==> src/rtl/irq_entry_pkg.sv <==
package irq_entry_pkg;

    // PSW bit positions
    localparam int PSW_Z   = 0;
    localparam int PSW_S   = 1;
    localparam int PSW_OV  = 2;
    localparam int PSW_CY  = 3;
    localparam int PSW_SAT = 4;
    localparam int PSW_ID  = 5;
    localparam int PSW_EP  = 6;
    localparam int PSW_NP  = 7;

    localparam logic [31:0] PSW_WMASK = 32'h0000_00FF;
    localparam logic [31:0] PSW_RESET = 32'h0000_0020;

    typedef enum logic [1:0] {
        ACT_NONE = 2'd0,
        ACT_RET  = 2'd1,
        ACT_NMI  = 2'd2,
        ACT_IRQ  = 2'd3
    } irq_act_e;

    function automatic logic [31:0] irq_vector(input logic [31:0] base,
                                               input logic [31:0] step,
                                               input logic [31:0] idx);
        return base + step * idx;
    endfunction

endpackage

==> src/rtl/irq_req_capture.sv <==
module irq_req_capture #(
    parameter int N_IRQ = 6
) (
    input  logic             clk,
    input  logic             rst,
    input  logic             nmi_in,
    input  logic [N_IRQ-1:0] irq_in,
    input  logic             nmi_clr,
    input  logic [N_IRQ-1:0] irq_clr,
    output logic             nmi_pend,
    output logic [N_IRQ-1:0] irq_pend
);

    logic nmi_prev;
    logic nmi_rise;

    assign nmi_rise = nmi_in & ~nmi_prev;

    always_ff @(posedge clk) begin
        if (rst) begin
            nmi_prev <= 1'b0;
            nmi_pend <= 1'b0;
            irq_pend <= '0;
        end else begin
            nmi_prev <= nmi_in;
            nmi_pend <= (nmi_pend & ~nmi_clr) | nmi_rise;
            irq_pend <= (irq_pend | irq_in) & ~irq_clr;
        end
    end

    // a held NMI stays pending until it is entered
    a_r5_nmi_held: assert property (@(posedge clk) disable iff (rst)
        (nmi_pend && !nmi_clr) |=> nmi_pend);

    // no maskable pending flag is lost without its entry
    a_r6_irq_held: assert property (@(posedge clk) disable iff (rst)
        1'b1 |=> (($past(irq_pend) & ~$past(irq_clr) & ~irq_pend) == '0));

endmodule

==> src/rtl/irq_prio_sel.sv <==
module irq_prio_sel
    import irq_entry_pkg::*;
#(
    parameter int N_IRQ = 6,
    localparam int IDX_W = (N_IRQ > 1) ? $clog2(N_IRQ) : 1
) (
    input  logic             nmi_pend,
    input  logic [N_IRQ-1:0] irq_pend,
    input  logic             psw_np,
    input  logic             psw_id,
    input  logic             core_ready,
    input  logic             ret_req,
    output irq_act_e         act,
    output logic [N_IRQ-1:0] irq_grant,
    output logic [IDX_W-1:0] irq_idx
);

    logic [N_IRQ:0] seen;
    assign seen[0] = 1'b0;

    generate
        for (genvar i = 0; i < N_IRQ; i++) begin : g_chain
            assign irq_grant[i]  = irq_pend[i] & ~seen[i];
            assign seen[i+1]     = seen[i] | irq_pend[i];
        end
    endgenerate

    always_comb begin
        irq_idx = '0;
        for (int i = N_IRQ - 1; i >= 0; i--) begin
            if (irq_pend[i]) irq_idx = IDX_W'(i);
        end
    end

    always_comb begin
        if (ret_req)
            act = ACT_RET;
        else if (core_ready && nmi_pend && !psw_np)
            act = ACT_NMI;
        else if (core_ready && seen[N_IRQ] && !psw_np && !psw_id)
            act = ACT_IRQ;
        else
            act = ACT_NONE;
    end

endmodule

==> src/rtl/irq_ctx_regs.sv <==
module irq_ctx_regs
    import irq_entry_pkg::*;
#(
    parameter int          XLEN         = 32,
    parameter int          N_IRQ        = 6,
    parameter logic [31:0] NMI_VEC      = 32'h10,
    parameter logic [31:0] IRQ_VEC_BASE = 32'h80,
    parameter logic [31:0] VEC_STEP     = 32'h10,
    localparam int IDX_W = (N_IRQ > 1) ? $clog2(N_IRQ) : 1,
    localparam int HALF  = XLEN / 2
) (
    input  logic            clk,
    input  logic            rst,
    input  irq_act_e        act,
    input  logic [IDX_W-1:0] irq_idx,
    input  logic [XLEN-1:0] cur_pc,
    input  logic            psw_we,
    input  logic [XLEN-1:0] psw_wdata,
    output logic            redirect,
    output logic [XLEN-1:0] redirect_pc,
    output logic [XLEN-1:0] psw,
    output logic [XLEN-1:0] nmi_save_pc,
    output logic [XLEN-1:0] nmi_save_psw,
    output logic [XLEN-1:0] irq_save_pc,
    output logic [XLEN-1:0] irq_save_psw,
    output logic [XLEN-1:0] cause
);

    localparam logic [XLEN-1:0] WMASK = XLEN'(PSW_WMASK);
    localparam logic [XLEN-1:0] NP_B  = XLEN'(1) << PSW_NP;
    localparam logic [XLEN-1:0] ID_B  = XLEN'(1) << PSW_ID;
    localparam logic [XLEN-1:0] EP_B  = XLEN'(1) << PSW_EP;

    logic [XLEN-1:0] irq_vec;
    assign irq_vec = XLEN'(irq_vector(IRQ_VEC_BASE, VEC_STEP, 32'(irq_idx)));

    always_ff @(posedge clk) begin
        if (rst) begin
            redirect     <= 1'b0;
            redirect_pc  <= '0;
            psw          <= XLEN'(PSW_RESET);
            nmi_save_pc  <= '0;
            nmi_save_psw <= '0;
            irq_save_pc  <= '0;
            irq_save_psw <= '0;
            cause        <= '0;
        end else begin
            redirect <= 1'b0;
            unique case (act)
                ACT_RET: begin
                    redirect <= 1'b1;
                    if (psw[PSW_NP]) begin
                        redirect_pc <= nmi_save_pc;
                        psw         <= nmi_save_psw & WMASK;
                    end else begin
                        redirect_pc <= irq_save_pc;
                        psw         <= irq_save_psw & WMASK;
                    end
                end
                ACT_NMI: begin
                    redirect     <= 1'b1;
                    redirect_pc  <= XLEN'(NMI_VEC);
                    nmi_save_pc  <= cur_pc;
                    nmi_save_psw <= psw;
                    psw          <= (psw | NP_B | ID_B) & ~EP_B;
                    cause        <= {cause[XLEN-1:HALF], HALF'(NMI_VEC)};
                end
                ACT_IRQ: begin
                    redirect     <= 1'b1;
                    redirect_pc  <= irq_vec;
                    irq_save_pc  <= cur_pc;
                    irq_save_psw <= psw;
                    psw          <= (psw | ID_B) & ~EP_B;
                    cause        <= {cause[XLEN-1:HALF], irq_vec[HALF-1:0]};
                end
                default: begin
                    if (psw_we) psw <= psw_wdata & WMASK;
                end
            endcase
        end
    end

    // NMI entry flags and vector
    a_r3_nmi_entry: assert property (@(posedge clk) disable iff (rst)
        (act == ACT_NMI) |=> (redirect && psw[PSW_NP] && psw[PSW_ID]
                              && !psw[PSW_EP] && redirect_pc == XLEN'(NMI_VEC)));

    // maskable entry leaves NP alone, sets ID, clears EP
    a_r7_irq_flags: assert property (@(posedge clk) disable iff (rst)
        (act == ACT_IRQ) |=> (redirect && psw[PSW_ID] && !psw[PSW_EP]
                              && psw[PSW_NP] == $past(psw[PSW_NP])));

    // upper half of cause survives every entry
    a_r4_cause_upper: assert property (@(posedge clk) disable iff (rst)
        (act == ACT_NMI || act == ACT_IRQ)
        |=> (cause[XLEN-1:HALF] == $past(cause[XLEN-1:HALF])));

    // bits above the write mask never become set
    a_r2_psw_upper: assert property (@(posedge clk) disable iff (rst)
        (psw & ~WMASK) == '0);

    // a return always redirects
    a_r10_ret_pulse: assert property (@(posedge clk) disable iff (rst)
        (act == ACT_RET) |=> redirect);

endmodule

==> src/rtl/irq_entry_ctrl.sv <==
module irq_entry_ctrl
    import irq_entry_pkg::*;
#(
    parameter int          XLEN         = 32,
    parameter int          N_IRQ        = 6,
    parameter logic [31:0] NMI_VEC      = 32'h10,
    parameter logic [31:0] IRQ_VEC_BASE = 32'h80,
    parameter logic [31:0] VEC_STEP     = 32'h10
) (
    input  logic             clk,
    input  logic             rst,
    input  logic             nmi_in,
    input  logic [N_IRQ-1:0] irq_in,
    input  logic             core_ready,
    input  logic             ret_req,
    input  logic [XLEN-1:0]  cur_pc,
    input  logic             psw_we,
    input  logic [XLEN-1:0]  psw_wdata,
    output logic             redirect,
    output logic [XLEN-1:0]  redirect_pc,
    output logic [XLEN-1:0]  psw,
    output logic [XLEN-1:0]  nmi_save_pc,
    output logic [XLEN-1:0]  nmi_save_psw,
    output logic [XLEN-1:0]  irq_save_pc,
    output logic [XLEN-1:0]  irq_save_psw,
    output logic [XLEN-1:0]  cause
);

    localparam int IDX_W = (N_IRQ > 1) ? $clog2(N_IRQ) : 1;

    irq_act_e         act;
    logic             nmi_pend;
    logic [N_IRQ-1:0] irq_pend;
    logic [N_IRQ-1:0] irq_grant;
    logic [IDX_W-1:0] irq_idx;
    logic             nmi_clr;
    logic [N_IRQ-1:0] irq_clr;

    assign nmi_clr = (act == ACT_NMI);
    assign irq_clr = (act == ACT_IRQ) ? irq_grant : '0;

    irq_req_capture #(.N_IRQ(N_IRQ)) u_capture (
        .clk      (clk),
        .rst      (rst),
        .nmi_in   (nmi_in),
        .irq_in   (irq_in),
        .nmi_clr  (nmi_clr),
        .irq_clr  (irq_clr),
        .nmi_pend (nmi_pend),
        .irq_pend (irq_pend)
    );

    irq_prio_sel #(.N_IRQ(N_IRQ)) u_prio (
        .nmi_pend   (nmi_pend),
        .irq_pend   (irq_pend),
        .psw_np     (psw[PSW_NP]),
        .psw_id     (psw[PSW_ID]),
        .core_ready (core_ready),
        .ret_req    (ret_req),
        .act        (act),
        .irq_grant  (irq_grant),
        .irq_idx    (irq_idx)
    );

    irq_ctx_regs #(
        .XLEN         (XLEN),
        .N_IRQ        (N_IRQ),
        .NMI_VEC      (NMI_VEC),
        .IRQ_VEC_BASE (IRQ_VEC_BASE),
        .VEC_STEP     (VEC_STEP)
    ) u_ctx (
        .clk          (clk),
        .rst          (rst),
        .act          (act),
        .irq_idx      (irq_idx),
        .cur_pc       (cur_pc),
        .psw_we       (psw_we),
        .psw_wdata    (psw_wdata),
        .redirect     (redirect),
        .redirect_pc  (redirect_pc),
        .psw          (psw),
        .nmi_save_pc  (nmi_save_pc),
        .nmi_save_psw (nmi_save_psw),
        .irq_save_pc  (irq_save_pc),
        .irq_save_psw (irq_save_psw),
        .cause        (cause)
    );

    // without core_ready and without a return there is no redirect
    a_r11_wait_ready: assert property (@(posedge clk) disable iff (rst)
        (!core_ready && !ret_req) |=> !redirect);

    // a maskable grant is exactly one source
    a_r9_one_grant: assert property (@(posedge clk) disable iff (rst)
        (act == ACT_IRQ) |-> ($countones(irq_clr) == 1 && !nmi_clr));

endmodule

==> config.mk <==
export PLATFORM = sky130hd
export DESIGN_NAME = irq_entry_ctrl
export DESIGN_NICKNAME = d
export VERILOG_FILES = /design/src/rtl/irq_entry_pkg.sv /design/src/rtl/irq_req_capture.sv /design/src/rtl/irq_prio_sel.sv /design/src/rtl/irq_ctx_regs.sv /design/src/rtl/irq_entry_ctrl.sv
export SDC_FILE = /design/constraint.sdc
export NUM_CORES = 1
export LEC_CHECK = 0
export BUFFER_PORTS_ARGS = -buffer_cell sky130_fd_sc_hd__buf_2
export CAP_MARGIN = 20
export CORE_ASPECT_RATIO = 0.75
export CORE_MARGIN = 3
export CORE_UTILIZATION = 46
export CTS_CLUSTER_DIAMETER = 50
export DETAILED_ROUTE_END_ITERATION = 10
export PLACE_DENSITY = 0.84
export SLEW_MARGIN = 20
export SYNTH_ARGS = -nofsm -noshare
export SYNTH_HDL_FRONTEND = slang
export SYNTH_SLANG_ARGS = --single-unit
export TNS_END_PERCENT = 5
==> constraint.sdc <==
create_clock -name clk -period 2 [get_ports clk]
set_input_delay 0.4 -clock clk [delete_from_list [all_inputs] [get_ports clk]]
set_output_delay 0.4 -clock clk [all_outputs]
set_load 0.01 [all_outputs]
# --- Word-level counts from Yosys, hierarchy flattened ---
# Cells that the tools add are included.
word_totals:
  word_cells: 73
  input_bits: 76
  output_inout_bits: 225
  ff_bits: 217
classes:
  n_reduce_logical: 15
  mux: 17
  n_eq_ne: 3
  bitwise_logic: 24
  n_addsub: 1
ops:
  columns: ["operator", "count"]
  rows:
  - ["$pmux W32 S3", 2]
  - ["$mux W32", 2]
  - ["$pmux W16 S2", 1]
  - ["$mux W3", 6]
  - ["$add A8 B7 Y9 const A", 1]
  - ["$mux W8", 1]
  - ["$not A1 Y1", 8]
  - ["$and A1 B1 Y1", 7]
  - ["$and A6 B6 Y6", 1]
  - ["$mux W2", 3]
  - ["$mux W6", 1]
  - ["$not A6 Y6", 1]
  - ["$or A1 B1 Y1", 6]
  - ["$or A6 B6 Y6", 1]
  - ["$reduce_bool A3 Y1", 2]
  - ["$logic_and A1 B1 Y1", 5]
  - ["$eq A2 B2 Y1 const B", 2]
  - ["$reduce_bool A2 Y1", 2]
  - ["$reduce_bool A4 Y1", 1]
  - ["$reduce_and A3 Y1", 1]
  - ["$reduce_or A3 Y1", 1]
  - ["$eq A2 B1 Y1 const B", 1]
  - ["$logic_not A1 Y1", 2]
  - ["$reduce_and A2 Y1", 1]
  - ["$mux W1", 1]

# --- Depth between registers and ports, before layout ---
logic_depth:
  ltp_word: 15
  mapped_depth: 7

# --- Hierarchy ---
# Synthesis repeated with hierarchy kept, for this count alone.
hier_totals:
  cells_unflattened: 646
  area_unflattened_um2: 6328.6
by_module_without_submodules:
  columns: ["module", "area_per_inst_um2", "cells_per_inst", "seq_area_each_um2", "instances"]
  rows:
  - ["irq_ctx_regs", 5860.6, 593, 2502.4, 1]
  - ["irq_req_capture", 284.0, 25, 160.2, 1]
  - ["irq_prio_sel", 140.1, 21, 0.0, 1]
  - ["irq_entry_ctrl", 43.8, 7, 0.0, 1]

# --- Worst setup path after synthesis ---
# OpenSTA, ideal clock, no wires.
synth_path:
  kind: "in2reg"
  start: "input ret_req"
  end: "register u_capture.irq_pend[3]"
  arrival_ps: 1710
  t_required_ps: 1866
  slack_ps: 156
  setup_ps: 134
  n_path_buf: 2
  stages: 6
  cell_sequence: "buf_2 -> or3b_4 -> a2111o_2 -> buf_6 -> nor4_1 -> a211oi_1"
synth_between:
  elab_chain_cells: 5
synth_rtl:
  columns: ["element", "line", "rtl"]
  rows:
  - ["from (decl)", "irq_entry_ctrl.sv:15", "input logic ret_req,"]
  - ["$mux W2", "irq_prio_sel.sv:36", "if (ret_req)"]
  - ["$eq A2 B2 Y1", "irq_entry_ctrl.sv:40", "assign irq_clr = (act == ACT_IRQ) ? irq_grant : '0;"]
  - ["$mux W6", "irq_entry_ctrl.sv:40", null]
  - ["$not A6 Y6", "irq_req_capture.sv:27", "irq_pend <= (irq_pend | irq_in) & ~irq_clr;"]
  - ["$and A6 B6 Y6", "irq_req_capture.sv:27", null]
  - ["to (signal assigned)", "irq_req_capture.sv:27", null]
  - ["to (decl)", "irq_req_capture.sv:11", "output logic [N_IRQ-1:0] irq_pend"]
# No other way between the ends.
# A chain may end at the register's enable or synchronous reset.

# --- Worst setup path in the final report ---
layout_path:
  start: "register u_capture.irq_pend[2]"
  end: "register u_ctx.irq_save_psw[1]"
layout_between:
  elab_chain_cells: 11
layout_rtl:
  columns: ["element", "line", "rtl"]
  rows:
  - ["$or A1 B1 Y1 (4 in series)", "irq_prio_sel.sv:24", "assign seen[i+1] = seen[i] | irq_pend[i];"]
  - ["$logic_and A1 B1 Y1 (3 in series)", "irq_prio_sel.sv:40", "else if (core_ready && seen[N_IRQ] && !psw_np && !psw_id)"]
  - ["$mux W2", "irq_prio_sel.sv:40", null]
  - ["$mux W2", "irq_prio_sel.sv:38", "else if (core_ready && nmi_pend && !psw_np)"]
  - ["$mux W2", "irq_prio_sel.sv:36", null]
  - ["$eq A2 B2 Y1", "irq_ctx_regs.sv:49", "unique case (act)"]
  - ["to (signal assigned)", "irq_ctx_regs.sv:72", "irq_save_psw <= psw;"]
  - ["to (decl)", "irq_ctx_regs.sv:25", "output logic [XLEN-1:0] irq_save_psw,"]
# No other way between the ends.

==> metrics.csv <==
metric,value,unit
crit_slowest_cell,a2111o_2,
path_cells,"nor4_4, buf_4, a2111o_2, buf_12, nand2_1, a21oi_1",
netlist_area,6110,um^2
rsz0062_at_grt,false,
dr.pass1.iters,5,
postSynth.asyncResetShare,0,
setup_violations,0,
yosysWarningCount,0,
avgSynthCellArea,8.12,um^2
hold_depth,2,
maxCapViolCount,0,
ant_nets,0,
ys_types,44,
dp_slack,66.4,ps
maxSlewViolCount,0,
finalHoldViolations,0,
num_io_pins,301,
cts.sinks,133,
worst_slack,199,ps
num_vias,5445,
synth_flop_cell,dfxtp_1,
root_buffer,clkbuf_16,
critPathKind,reg2reg,
tns,0,ps
grt_overflow,0,
reg2reg_to,u_ctx.irq_save_psw[1]$_SDFFE_PP0P_,
synth_most_common_cell,nand2_1,
status,"finished, final reports clean",
antenna_found_initial,0,
reg2reg_setup_slack,200,ps
seq_area_frac_synth,0.436,
ctsHtreeMaxLevel,4,
wl_per_cell,15.2,um
worst_pin_slew,616,ps
worst_hold_slack,235,ps
synthTopCellsByCount,"nand2_1, dfxtp_1, a21oi_1",
max_stage_delay,530,ps
cts_tree,built,
synth_top_area_cell,dfxtp_1,
dieArea,14700,um^2
p_leak,3.43,nW
ir_worst_vdd,0.697,mV
min_from,nmi_in,
worstPathRequired,2260,ps
synth-adder-area-share,0,
grt_first_pass_wirelength,26.2,mm
antenna_cells,0,
via_per_inst,4.94,
clk_pin_slew_worst_paths,60,ps
num-fill-cells,1102,
synth_top_family_by_area,simple AND/OR/NAND/NOR gates,
initial_core_util,0.484,
cts_made_buffers,17,
synth.area.mux_share,0.0713,
wl,16.8,mm
worstReg2RegStart,u_capture.irq_pend[2]$_SDFF_PP0_,
grt_pass1_vias,4994,
synth.top_cell.area_share,0.436,
io_buffers,176,
p_per_area,892,nW/um^2
power.total,6.68,mW
crit_path_start_kind,flop,
reg2reg_depth,6,
slew_headroom,0.589,
synth_compound_area_frac,0.150,
synthesis.instances,752,
final_core_util,0.594,
period_needed,1800,ps
cts_hold_buf,0,
die_w,139,um
first_iter_violations,299,
grt_max_degree,63,
hp-class,in2reg,
crit_fanout,24,
fin_skew,8.40,ps
hpwl,11.7,mm
areaGrowthSynthToFinish,22.5,%
place.gp.congestion,0.855,
layout-drive-gt1-share,0.269,
synth_xor_area_frac,0,
ys_seq_elements,133,
cts_setup_buffers,0,
fp-row-count,35,
synthSimpleGateAreaFrac,0.176,
cts-resized-gates,0,
drc,0,
end_kind,flop,
clock_latency,410,ps
hold_end,u_capture.nmi_prev$_SDFF_PP0_,
nNetsFinal,1001,
synth_edf_count,0,
crit_arrival,2060,ps
fmaxAchievable,555,MHz
ys_top_cells_by_area,"dfxtp_1, buf_4, nand2_1",
die_h,106,um
core,12600,um^2
clock_path_buffers,2,
period_share,0.900,
grt_util_all_layers,0.219,
==> how the worst max path moves through the flow <==
stage	from	to	slack [ps]	cells after the start
2_1_floorplan	ret_req	u_capture.irq_pend[3]$_SDFF_PP0_	160	6
3_3_place_gp	core_ready	u_ctx.irq_save_pc[31]$_SDFFE_PP0P_	110	6
3_5_place_dp	core_ready	u_capture.irq_pend[3]$_SDFF_PP0_	70	5
4_1_cts	u_capture.irq_pend[2]$_SDFF_PP0_	u_ctx.irq_save_psw[1]$_SDFFE_PP0P_	210	6
5_1_grt	u_capture.irq_pend[2]$_SDFF_PP0_	u_capture.irq_pend[5]$_SDFF_PP0_	110	5
6_report	u_capture.irq_pend[2]$_SDFF_PP0_	u_ctx.irq_save_psw[1]$_SDFFE_PP0P_	200	6
==> power breakdown <==
| group | switching (mW) | internal, mW |
|---|---|---|
| Sequential | 0.0743 | 2.73 |
| Combinational | 0.467 | 0.265 |
| Clock | 1.16 | 1.98 |
| Total | 1.70 | 4.97 |
==> layout make-up <==
cell class	count	area [um^2]	area share
multi-input cells	559	2800	0.374
flip-flops and latches	133	2660	0.356
repair buffers	207	1190	0.159
clock buffers	18	439	0.0587
well taps	166	208	0.0277
clock inverters	13	158	0.0211
inverters	7	26.3	0.00351
==> metrics by stage <==
step / cell area [um^2] / std cells
after floorplan: 6480 / 851
after global placement: 6890 / 1072
after detailed placement: 6890 / 1072
after CTS: 7490 / 1103
after global routing: 7490 / 1103
final: 7490 / 1103
==> registers in the layout, summed over array words and instances, names as in the netlist <==
register / cells
u_ctx.irq_save_pc: 32
u_ctx.nmi_save_pc: 32
u_ctx.redirect_pc: 32
u_ctx.irq_save_psw: 8
u_ctx.nmi_save_psw: 8
u_ctx.psw: 8
u_capture.irq_pend: 6
u_ctx.cause: 4
u_capture.nmi_pend: 1
u_capture.nmi_prev: 1
u_ctx.redirect: 1
==> cells by family (layout without fill, tap and decap cells) <==
| family | count (synthesis) | in the layout |
|---|---|---|
| mux | 43 | 43 |
| other cells | 1 | 100 |
| compound gates | 154 | 154 |
| buf+inv | 159 | 245 |
| simple gates | 262 | 262 |
| flops | 133 | 133 |
==> cells in the final DEF, fill, tap and decap left out, types with 2 or more instances in the layout <==
master     synthesis  routed
a21oi_1          117     117
nor3b_1            5       5
nand2b_1           2       2
nand2_1          164     164
bufinv_16          0       3
nand3b_1           2       2
buf_4            106      26
mux2_2             4       4
a311oi_1           3       3
a21bo_2            2       2
clkinv_2           0       5
a221oi_1           5       5
dfxtp_1          133     132
nor4_1             2       2
o21ai_0            4       4
nor2_1            74      74
clkinv_4           0       3
buf_2             13     175
buf_12             0       6
a21o_1             6       6
conb_1             1     100
nor2b_1            3       3
nor3_1             3       3
inv_1              6       6
clkbuf_16          0      17
mux2i_1           39      39
a211oi_1           4       4
a31oi_1            3       3
==> per-layer routing <==
| layer | share of wire | GRT usage | vias up |
|---|---|---|---|
| met1 | 0.42 | 0.278 | 2539 |
| met5 | 0 | 0 | - |
| met3 | 0.095 | 0.0744 | 19 |
| li1 | - | - | 2631 |
| met2 | 0.47 | 0.356 | 256 |
| met4 | 0.011 | 0.0580 | 0 |
==> worst max-delay path, delay by kind of cell (launching register included) <==
family	cells	cell delay, ps
and+or+nand+nor	2	160
AOI/OAI and AO/OA	2	600
DFF	1	480
buffers and inverters	2	380
Note: power is estimated with default switching activity, not from simulation.
